===== src/rtl/dacctl_pkg.sv =====
package dacctl_pkg;

    localparam int BYTE_W  = 8;
    localparam int DATA_W  = 2 * BYTE_W;
    localparam int PD_W    = 3;
    localparam int PD_LSB  = DATA_W - PD_W;

    typedef logic [BYTE_W-1:0] byte_t;
    typedef logic [DATA_W-1:0] word_t;
    typedef logic [PD_W-1:0]   pd_t;

    // Update action selected by command bits [5:4]
    typedef enum logic [1:0] {
        UPD_STAGE = 2'b00,
        UPD_BOTH  = 2'b01,
        UPD_LOAD  = 2'b10,
        UPD_BCAST = 2'b11
    } upd_mode_e;

    // Command byte, MSB first
    typedef struct packed {
        logic [1:0] grp;      // [7:6] broadcast group, unused here
        upd_mode_e  mode;     // [5:4]
        logic       rsv3;     // [3] must be zero
        logic       src_new;  // [2] broadcast source select
        logic       rsv1;     // [1] must be zero
        logic       pd_flag;  // [0] power-down command
    } ctrl_t;

    typedef struct packed {
        ctrl_t ctrl;
        word_t word;
    } cmd_t;

    typedef enum logic [2:0] {
        W_IDLE,
        W_CTRL,
        W_MSB,
        W_LSB,
        W_ARMED,
        W_DONE
    } wr_state_e;

    typedef enum logic [1:0] {
        RB_MS   = 2'd0,
        RB_LS   = 2'd1,
        RB_CTRL = 2'd2
    } rb_ptr_e;

    function automatic logic ctrl_legal(ctrl_t c);
        return !c.rsv3 && !c.rsv1 && (!c.src_new || c.mode == UPD_BCAST);
    endfunction

    function automatic pd_t pd_field(word_t w);
        return w[DATA_W-1:PD_LSB];
    endfunction

    function automatic logic shows_stage(ctrl_t c);
        return (c.mode == UPD_STAGE) && !c.src_new;
    endfunction

endpackage


===== src/rtl/dacctl_wr_decode.sv =====
module dacctl_wr_decode
    import dacctl_pkg::*;
(
    input  logic  clk,
    input  logic  rst,
    input  logic  start_evt,
    input  logic  stop_evt,
    input  logic  addr_valid,
    input  logic  addr_rw,
    input  logic  rx_valid,
    input  byte_t rx_byte,
    input  logic  ack_done,
    output cmd_t  cmd,
    output logic  commit
);

    wr_state_e st;
    logic      abort;

    assign abort = start_evt || stop_evt || addr_valid;

    always_ff @(posedge clk) begin
        if (rst) begin
            st  <= W_IDLE;
            cmd <= '0;
        end else if (start_evt || stop_evt) begin
            st <= W_IDLE;
        end else if (addr_valid) begin
            st <= addr_rw ? W_IDLE : W_CTRL;
        end else begin
            unique case (st)
                W_CTRL: if (rx_valid) begin
                    cmd.ctrl <= ctrl_t'(rx_byte);
                    st       <= W_MSB;
                end
                W_MSB: if (rx_valid) begin
                    cmd.word[DATA_W-1:BYTE_W] <= rx_byte;
                    st                        <= W_LSB;
                end
                W_LSB: if (rx_valid) begin
                    cmd.word[BYTE_W-1:0] <= rx_byte;
                    st                   <= W_ARMED;
                end
                W_ARMED: if (ack_done) st <= W_DONE;
                default: ;
            endcase
        end
    end

    assign commit = (st == W_ARMED) && ack_done && !abort && ctrl_legal(cmd.ctrl);

    AST_ABORT_NO_COMMIT: assert property (@(posedge clk) disable iff (rst)
        (start_evt || stop_evt) |=> !commit);

    AST_COMMIT_LEGAL: assert property (@(posedge clk) disable iff (rst)
        commit |-> !cmd.ctrl.rsv3 && !cmd.ctrl.rsv1);

endmodule


===== src/rtl/dacctl_regs.sv =====
module dacctl_regs
    import dacctl_pkg::*;
(
    input  logic  clk,
    input  logic  rst,
    input  logic  commit,
    input  cmd_t  cmd,
    output word_t dac_code,
    output pd_t   pd_mode,
    output word_t stage_word,
    output word_t load_word,
    output ctrl_t ctrl_q
);

    logic  stage_pd;
    logic  wr_stage;
    logic  do_load;
    logic  take_new;
    word_t apply_word;
    logic  apply_pd;

    always_comb begin
        wr_stage = 1'b0;
        do_load  = 1'b0;
        take_new = 1'b0;
        unique case (cmd.ctrl.mode)
            UPD_STAGE: wr_stage = 1'b1;
            UPD_BOTH: begin
                wr_stage = 1'b1;
                do_load  = 1'b1;
                take_new = 1'b1;
            end
            UPD_LOAD:  do_load = 1'b1;
            UPD_BCAST: begin
                do_load  = 1'b1;
                take_new = cmd.ctrl.src_new;
            end
            default: ;
        endcase
        apply_word = take_new ? cmd.word : stage_word;
        apply_pd   = take_new ? cmd.ctrl.pd_flag : stage_pd;
    end

    always_ff @(posedge clk) begin
        if (rst) begin
            dac_code   <= '0;
            pd_mode    <= '0;
            stage_word <= '0;
            stage_pd   <= 1'b0;
            load_word  <= '0;
            ctrl_q     <= '0;
        end else if (commit) begin
            ctrl_q <= cmd.ctrl;
            if (wr_stage) begin
                stage_word <= cmd.word;
                stage_pd   <= cmd.ctrl.pd_flag;
            end
            if (do_load) begin
                load_word <= apply_word;
                if (apply_pd) begin
                    pd_mode <= pd_field(apply_word);
                end else begin
                    dac_code <= apply_word;
                    pd_mode  <= '0;
                end
            end
        end
    end

    AST_QUIET_OUTPUTS: assert property (@(posedge clk) disable iff (rst)
        !commit |=> $stable(dac_code) && $stable(pd_mode));

    AST_LOAD_WAKES: assert property (@(posedge clk) disable iff (rst)
        (commit && cmd.ctrl.mode == UPD_BOTH && !cmd.ctrl.pd_flag) |=> pd_mode == '0);

    AST_LOAD_KEEPS_STAGE: assert property (@(posedge clk) disable iff (rst)
        (commit && cmd.ctrl.mode == UPD_LOAD) |=> $stable(stage_word));

    AST_STAGE_KEEPS_DAC: assert property (@(posedge clk) disable iff (rst)
        (commit && cmd.ctrl.mode == UPD_STAGE) |=> $stable(dac_code) && $stable(pd_mode));

endmodule


===== src/rtl/dacctl_rdback.sv =====
module dacctl_rdback
    import dacctl_pkg::*;
(
    input  logic  clk,
    input  logic  rst,
    input  logic  start_evt,
    input  logic  stop_evt,
    input  logic  addr_valid,
    input  logic  addr_rw,
    input  logic  mack_valid,
    input  logic  master_ack,
    input  ctrl_t ctrl_q,
    input  word_t stage_word,
    input  word_t load_word,
    output byte_t tx_byte
);

    rb_ptr_e ptr;
    logic    active;
    word_t   rb_word;

    always_ff @(posedge clk) begin
        if (rst) begin
            ptr    <= RB_MS;
            active <= 1'b0;
        end else if (start_evt || stop_evt) begin
            ptr    <= RB_MS;
            active <= 1'b0;
        end else if (addr_valid) begin
            ptr    <= RB_MS;
            active <= addr_rw;
        end else if (mack_valid && active) begin
            if (master_ack) begin
                unique case (ptr)
                    RB_MS:   ptr <= RB_LS;
                    default: ptr <= RB_CTRL;
                endcase
            end else begin
                active <= 1'b0;
            end
        end
    end

    assign rb_word = shows_stage(ctrl_q) ? stage_word : load_word;

    always_comb begin
        unique case (ptr)
            RB_MS:   tx_byte = rb_word[DATA_W-1:BYTE_W];
            RB_LS:   tx_byte = rb_word[BYTE_W-1:0];
            default: tx_byte = byte_t'(ctrl_q);
        endcase
    end

    AST_PTR_LEGAL: assert property (@(posedge clk) disable iff (rst)
        ptr != rb_ptr_e'(2'd3));

    AST_PTR_HOME: assert property (@(posedge clk) disable iff (rst)
        (start_evt || addr_valid) |=> ptr == RB_MS);

    AST_NACK_HOLDS: assert property (@(posedge clk) disable iff (rst)
        (mack_valid && !master_ack && !start_evt && !stop_evt && !addr_valid)
            |=> $stable(ptr));

endmodule


===== src/rtl/i2c_dac_cmd_ctrl.sv =====
module i2c_dac_cmd_ctrl
    import dacctl_pkg::*;
(
    input  logic        clk,
    input  logic        rst,
    input  logic        start_evt,
    input  logic        stop_evt,
    input  logic        addr_valid,
    input  logic        addr_rw,
    input  logic        rx_valid,
    input  logic [7:0]  rx_byte,
    input  logic        ack_done,
    input  logic        mack_valid,
    input  logic        master_ack,
    output logic [7:0]  tx_byte,
    output logic [15:0] dac_code,
    output logic [2:0]  pd_mode
);

    cmd_t  cmd;
    logic  commit;
    word_t stage_word;
    word_t load_word;
    ctrl_t ctrl_q;

    dacctl_wr_decode u_dec (
        .clk        (clk),
        .rst        (rst),
        .start_evt  (start_evt),
        .stop_evt   (stop_evt),
        .addr_valid (addr_valid),
        .addr_rw    (addr_rw),
        .rx_valid   (rx_valid),
        .rx_byte    (rx_byte),
        .ack_done   (ack_done),
        .cmd        (cmd),
        .commit     (commit)
    );

    dacctl_regs u_regs (
        .clk        (clk),
        .rst        (rst),
        .commit     (commit),
        .cmd        (cmd),
        .dac_code   (dac_code),
        .pd_mode    (pd_mode),
        .stage_word (stage_word),
        .load_word  (load_word),
        .ctrl_q     (ctrl_q)
    );

    dacctl_rdback u_rb (
        .clk        (clk),
        .rst        (rst),
        .start_evt  (start_evt),
        .stop_evt   (stop_evt),
        .addr_valid (addr_valid),
        .addr_rw    (addr_rw),
        .mack_valid (mack_valid),
        .master_ack (master_ack),
        .ctrl_q     (ctrl_q),
        .stage_word (stage_word),
        .load_word  (load_word),
        .tx_byte    (tx_byte)
    );

    AST_RESET_IDLE: assert property (@(posedge clk)
        $past(rst) |-> dac_code == '0 && pd_mode == '0);

endmodule


===== config.mk =====
export PLATFORM = sky130hd
export DESIGN_NAME = i2c_dac_cmd_ctrl
export DESIGN_NICKNAME = d
export VERILOG_FILES = /design/src/rtl/dacctl_pkg.sv /design/src/rtl/dacctl_wr_decode.sv /design/src/rtl/dacctl_regs.sv /design/src/rtl/dacctl_rdback.sv /design/src/rtl/i2c_dac_cmd_ctrl.sv
export SDC_FILE = /design/constraint.sdc
export NUM_CORES = 1
export LEC_CHECK = 0
export BUFFER_PORTS_ARGS = -buffer_cell sky130_fd_sc_hd__buf_2
export CAP_MARGIN = 25
export CORE_MARGIN = 2
export CORE_UTILIZATION = 40
export CTS_CLUSTER_SIZE = 40
export DETAILED_ROUTE_END_ITERATION = 16
export GPL_TIMING_DRIVEN = 0
export PLACE_DENSITY = 0.57
export RECOVER_POWER = 25
export SYNTH_ARGS = -nofsm -noshare
export SYNTH_HDL_FRONTEND = slang
export SYNTH_SLANG_ARGS = --single-unit

===== constraint.sdc =====
create_clock -name clk -period 1.89 [get_ports clk]
set_input_delay 0.378 -clock clk [delete_from_list [all_inputs] [get_ports clk]]
set_output_delay 0.378 -clock clk [all_outputs]
set_load 0.01 [all_outputs]

* After elaboration in Yosys (flattened, before gate mapping)
Index checks and enable logic that the tools add are counted.
Word-level totals: output and inout port bits 27, register bits 90, logic and storage cells 90, input port bits 18
Operators by class: mux-type cells 19, equality and inequality tests 13, bitwise gates (word level) 3, reductions and logical operators 33
Operator list (number):
- $mux W16 | 2
- $mux W3 | 6
- $pmux W8 S2 | 1
- $ne A3 B3 Y1 const B | 4
- $pmux W3 S4 | 1
- $reduce_and A4 Y1 | 3
- $reduce_and A2 Y1 | 4
- $logic_and A1 B1 Y1 | 7
- $mux W1 | 7
- $eq A3 B2 Y1 const B | 2
- $logic_not A2 Y1 | 3
- $reduce_or A3 Y1 | 2
- $logic_not A1 Y1 | 5
- $reduce_and A5 Y1 | 1
- $reduce_bool A5 Y1 | 1
- $eq A2 B1 Y1 const B | 2
- $eq A2 B2 Y1 const B | 2
- $reduce_or A2 Y1 | 2
- $eq A3 B1 Y1 const B | 1
- $eq A3 B3 Y1 const B | 1
- $logic_or A1 B1 Y1 | 3
- $not A1 Y1 | 3
- $reduce_and A3 Y1 | 1
- $mux W2 | 1
- other kinds (3) | 3

* Logic depth before layout (Yosys ltp)
depth in word-level cells 6, depth in mapped cells 7, mapped depth without buffers 4

* Modules after synthesis
A second synthesis with hierarchy kept.
Unflattened totals: cell total of the unflattened synthesis 449, area, all modules 4314.1 um^2
Modules (own cells, without submodules):
- dacctl_regs | area each 2468.6 um^2, cells an instance 257, instances 1, sequential area each 1201.2 um^2
- dacctl_wr_decode | area each 1251.2 um^2, cells an instance 121, instances 1, sequential area each 540.5 um^2
- dacctl_rdback | area each 594.3 um^2, cells an instance 71, instances 1, sequential area each 60.1 um^2

* Worst setup path before layout
Ideal clock, no wire load.
path kind flip-flop to output port, from register u_rb.ptr[0], to output port tx_byte[1], buffers on the path 1, stages on the path, launching flop included 4, slack -88 ps, arrival time 1600 ps, data required time 1512 ps, cells stage by stage dfxtp_1 buf_1 mux4_2 mux2_2
Between the ends: word-level cells in the longest chain between the ends 2, elaborated cells between the ends (all ways) 3, classes of those cells 1 x eq/ne; 1 x mux; 1 x reduce/logical
Ends and longest elaborated chain:
- start: declaration | RTL line dacctl_rdback.sv:18 | rb_ptr_e ptr;
- start signal: assignment | RTL line dacctl_rdback.sv:24 | ptr <= RB_MS;
- start signal: assignment | RTL line dacctl_rdback.sv:27 | ptr <= RB_MS;
- start signal: assignment | RTL line dacctl_rdback.sv:30 | ptr <= RB_MS;
- $eq A2 B1 Y1 or $logic_not A2 Y1 (tied branches) | RTL line dacctl_rdback.sv:47 | unique case (ptr)
- $pmux W8 S2 * | RTL line dacctl_rdback.sv:47
- end: declaration | RTL line i2c_dac_cmd_ctrl.sv:15 | output logic [7:0] tx_byte,
Mark *: on every way between the ends. The rest lies on a longest branch, timed or not.

* Final worst setup path
from register u_regs.ctrl_q[4] (netlist name), to output port tx_byte[7]
Between the ends: word-level cells in the longest chain between the ends 4
Ends and longest elaborated chain:
- $logic_not A2 Y1 | RTL line dacctl_pkg.sv:59 | return (c.mode == UPD_STAGE) && !c.src_new;
- $logic_and A1 B1 Y1 | RTL line dacctl_pkg.sv:59
- $mux W16 | RTL line dacctl_rdback.sv:44 | assign rb_word = shows_stage(ctrl_q) ? stage_word : load_word;
- $pmux W8 S2 | RTL line dacctl_rdback.sv:47
Every way passes these cells.

==> results.py <==
metrics = {
    "clock_network": {
        "cts_max_path_buffers": 2,
        "cts_made_buffers": 9,
        "cts_root_buf": "clkbuf_8",
        "clkLatencyLatePin_ps": 360,
        "h-tree-depth": 3,
        "clk_pin_slew_ps": 90,
        "cts_hold_buf": 0,
        "cts_tree": "built",
        "cts_sinks": 90,
    },
    "floorplan": {
        "dieArea_um2": 11550,
        "rows": 37,
        "die_h_um": 107.5,
        "die_w_um": 107.5,
        "initial_utilization": 0.4131,
        "pin_count": 45,
        "core-area_um2": 10370,
    },
    "yosys": {
        "syn_nets": 459,
        "synth_cells": 441,
        "yosysUniqueCellTypes": 49,
        "synth_seq_cells": 90,
        "synth_area_per_cell_um2": 9.715,
        "yosysSeqAreaShare": 0.4206,
        "syn_area_um2": 4284,
        "yosys.area.top_type": "dfxtp_1",
        "ys_warn_count": 0,
        "yosysTopAreaCellShare": 0.4206,
        "synth_area_leaders": "dfxtp_1 42%, mux2i_1 11%, nor2_1 7.5%",
    },
    "routing": {
        "drt_iter0_markers": 216,
        "drc": 0,
        "wl_per_cell_um": 18.56,
        "first_pass_iters": 4,
        "via_count": 3466,
        "routed_wl_um": 11860,
        "ant_nets": 0,
        "viasPerCell": 5.424,
    },
    "sta": {
        "fin_crit_ps": 2263,
        "finalHoldViolations": 0,
        "fin_skew_ps": 8.091,
        "max_slew.worst_pin.slew_ps": 665.1,
        "slew_violations": 0,
        "slew_headroom": 0.5566,
        "setup_violations": 10,
        "rsz0062_at_grt": "yes",
        "period_share": 1.197,
        "layout_setup_ws_ps": -373.0,
        "fmax_mhz": 441.9,
    },
    "worst_setup_path": {
        "crit_fanout": 3,
        "cp-end-kind": "output pin",
        "arrival_ps": 1880,
        "crit_type": "reg -> out",
        "worstSetupStartpointType": "flip-flop",
        "worstPathRequired_ps": 1510,
    },
    "grt": {
        "grt_max_degree": 18,
        "grt_pass1_vias": 3262,
        "grt_antenna_before_repair": 0,
        "grt_overflow": 0,
        "grt_pass1_wl_um": 18350,
        "grt_usage": 0.2104,
    },
    "hold_path": {
        "hold_class": "in -> reg",
    },
    "run_status": {
        "violations": "setup timing",
        "status": "finished with violations",
    },
    "layout": {
        "fillers": 1046,
        "drive_above_1_share": 0.2624,
        "syn_to_final_growth_pct": 18.78,
        "antennaDiodeCount": 0,
        "nNetsFinal": 516,
    },
    "pwr": {
        "finalPower_uw": 3715,
        "p_leak_uw": 0.001924,
        "powerDensity_nw_per_um2": 730.1,
        "ir_drop_mv": 0.3256,
    },
    "placement": {
        "globalplace.congestion": 0.8363,
        "port_buffers": 43,
        "dp_hpwl_um": 8548,
        "dp_slack_ps": -300.9,
    },
    "flow_run": {
        "maxCapViolCount": 0,
    },
}
## path summary, 6_finish.rpt
path / startpoint / endpoint / slack [ps] / cells past startpoint
hold / removal: start_evt / u_rb.active$_SDFFE_PP0P_ / 260 / 2
hold reg to reg: u_regs.dac_code[9]$_SDFFE_PP0P_ / u_regs.dac_code[9]$_SDFFE_PP0P_ / 460 / 2
setup / recovery: u_regs.ctrl_q[4]$_SDFFE_PP0P_ / tx_byte[7] / -370 / 4
setup reg to reg: u_dec.st[1]$_SDFFE_PP0P_ / u_regs.ctrl_q[6]$_SDFFE_PP0P_ / -20 / 6
## registers in the layout (all words and copies together) (netlist names)
signal,flops
u_dec.cmd,24
u_regs.load_word,16
u_dec.st,3
u_rb.ptr,2
u_regs.pd_mode,3
u_rb.active,1
u_regs.stage_word,16
u_regs.ctrl_q,8
u_regs.stage_pd,1
u_regs.dac_code,16
## where the power goes
part / total, µW / internal (µW) / leakage [µW] / switching (µW)
combinational: 97.8 / 30.6 / 0.00106 / 67.2
clock: 1720 / 1020 / 0.000131 / 703
sequential: 1890 / 1890 / 0.000728 / 0.956
total: 3720 / 2940 / 0.00192 / 771
## synthesized netlist by cell type (all sizes together)
master and number:
dfxtp 90, nor2 86, mux2i 47, nand2 29, clkbuf 24, mux2 24, a21oi 22, inv 18
a221oi 16, a311oi 13, buf 13, mux4 8, nor3 7, and3 4, nor4 4, a2111oi 3
nand2b 3, o21ai 3, a211oi 2, a31oi 2, nand3 2, nand4b 2, nor3b 2, a21boi 1
a21o 1, a41oi 1, and2 1, and2b 1, and4 1, and4b 1, and4bb 1, nand4 1
nor2b 1, nor4b 1, o31ai 1, or2 1, or3 1, or4 1, xnor2 1, xor2 1
## worst max-delay path: stages (launching register included)
cell,delay [ps]
dfxtp_2,350
nor3_4,240
mux4_2,540
mux2_4,290
buf_6,120
## stage by stage
step,instance area [µm²],cells,hold slack [ps],utilization,TNS (ps)
6_report,5089,639,262.1,0.4907,-2603
5_1_grt,5089,639,256.7,0.4907,-3768
4_1_cts,5041,639,250.6,0.4861,-2813
3_5_place_dp,4677,620,450.0,0.4510,-7031
3_3_place_gp,4677,620,449.3,0.4510,-5868
2_1_floorplan,4292,441,453.5,-,0
## timing repair
action                     CTS  global route
pin swaps                    3            10
setup endpoints to repair   51            49
buffers inserted             6             0
gates cloned                 0             1
gates resized for setup     25            20
## final cells by class
| type | instances | area [µm²] | area share |
|---|---|---|---|
| clock buffers | 10 | 127.6 | 0.02508 |
| repair buffers | 50 | 279.0 | 0.05483 |
| clock inverters | 6 | 137.6 | 0.02705 |
| inverters | 18 | 67.56 | 0.01328 |
| well taps | 136 | 170.2 | 0.03344 |
| multi-input cells | 296 | 2231 | 0.4384 |
| plain buffers | 33 | 264.0 | 0.05188 |
| flip-flops and latches | 90 | 1812 | 0.3560 |
## per-layer routing
layer / global-route usage / vias to the layer above / wire (µm)
met5: 0 / - / 0
met4: 0.06319 / 0 / 159
met3: 0.03208 / 12 / 600
met2: 0.3104 / 87 / 5334
met1: 0.3152 / 1688 / 5763
li1: - / 1679 / -
## cell families (layout without fill, tap and decap cells)
| group | after synthesis | after routing | synth area share |
|---|---|---|---|
| xor+xnor | 2 | 2 | 0.004090 |
| flops | 90 | 90 | 0.4206 |
| buf+inv | 55 | 117 | 0.07447 |
| simple gates | 150 | 150 | 0.1630 |
| compound gates | 65 | 65 | 0.1230 |
| mux | 79 | 79 | 0.2150 |
## placed cells by master (no fill, tap or decap), types with 3 or more instances in the layout
master	netlist	layout
a21oi_1	22	21
a221oi_1	6	6
a221oi_2	10	10
a311oi_1	13	13
and3_1	3	3
buf_2	5	23
buf_4	0	6
buf_6	4	7
bufinv_16	0	4
clkbuf_1	18	32
clkbuf_2	0	4
clkbuf_8	6	14
dfxtp_1	90	84
dfxtp_2	0	5
inv_1	18	18
mux2_2	24	23
mux2i_1	47	47
mux4_2	8	8
nand2_1	29	28
nand2b_1	3	3
nor2_1	86	85
nor3_1	5	5
nor4_1	4	3
o21ai_0	3	3
Note: power is estimated with default switching activity, not from simulation.
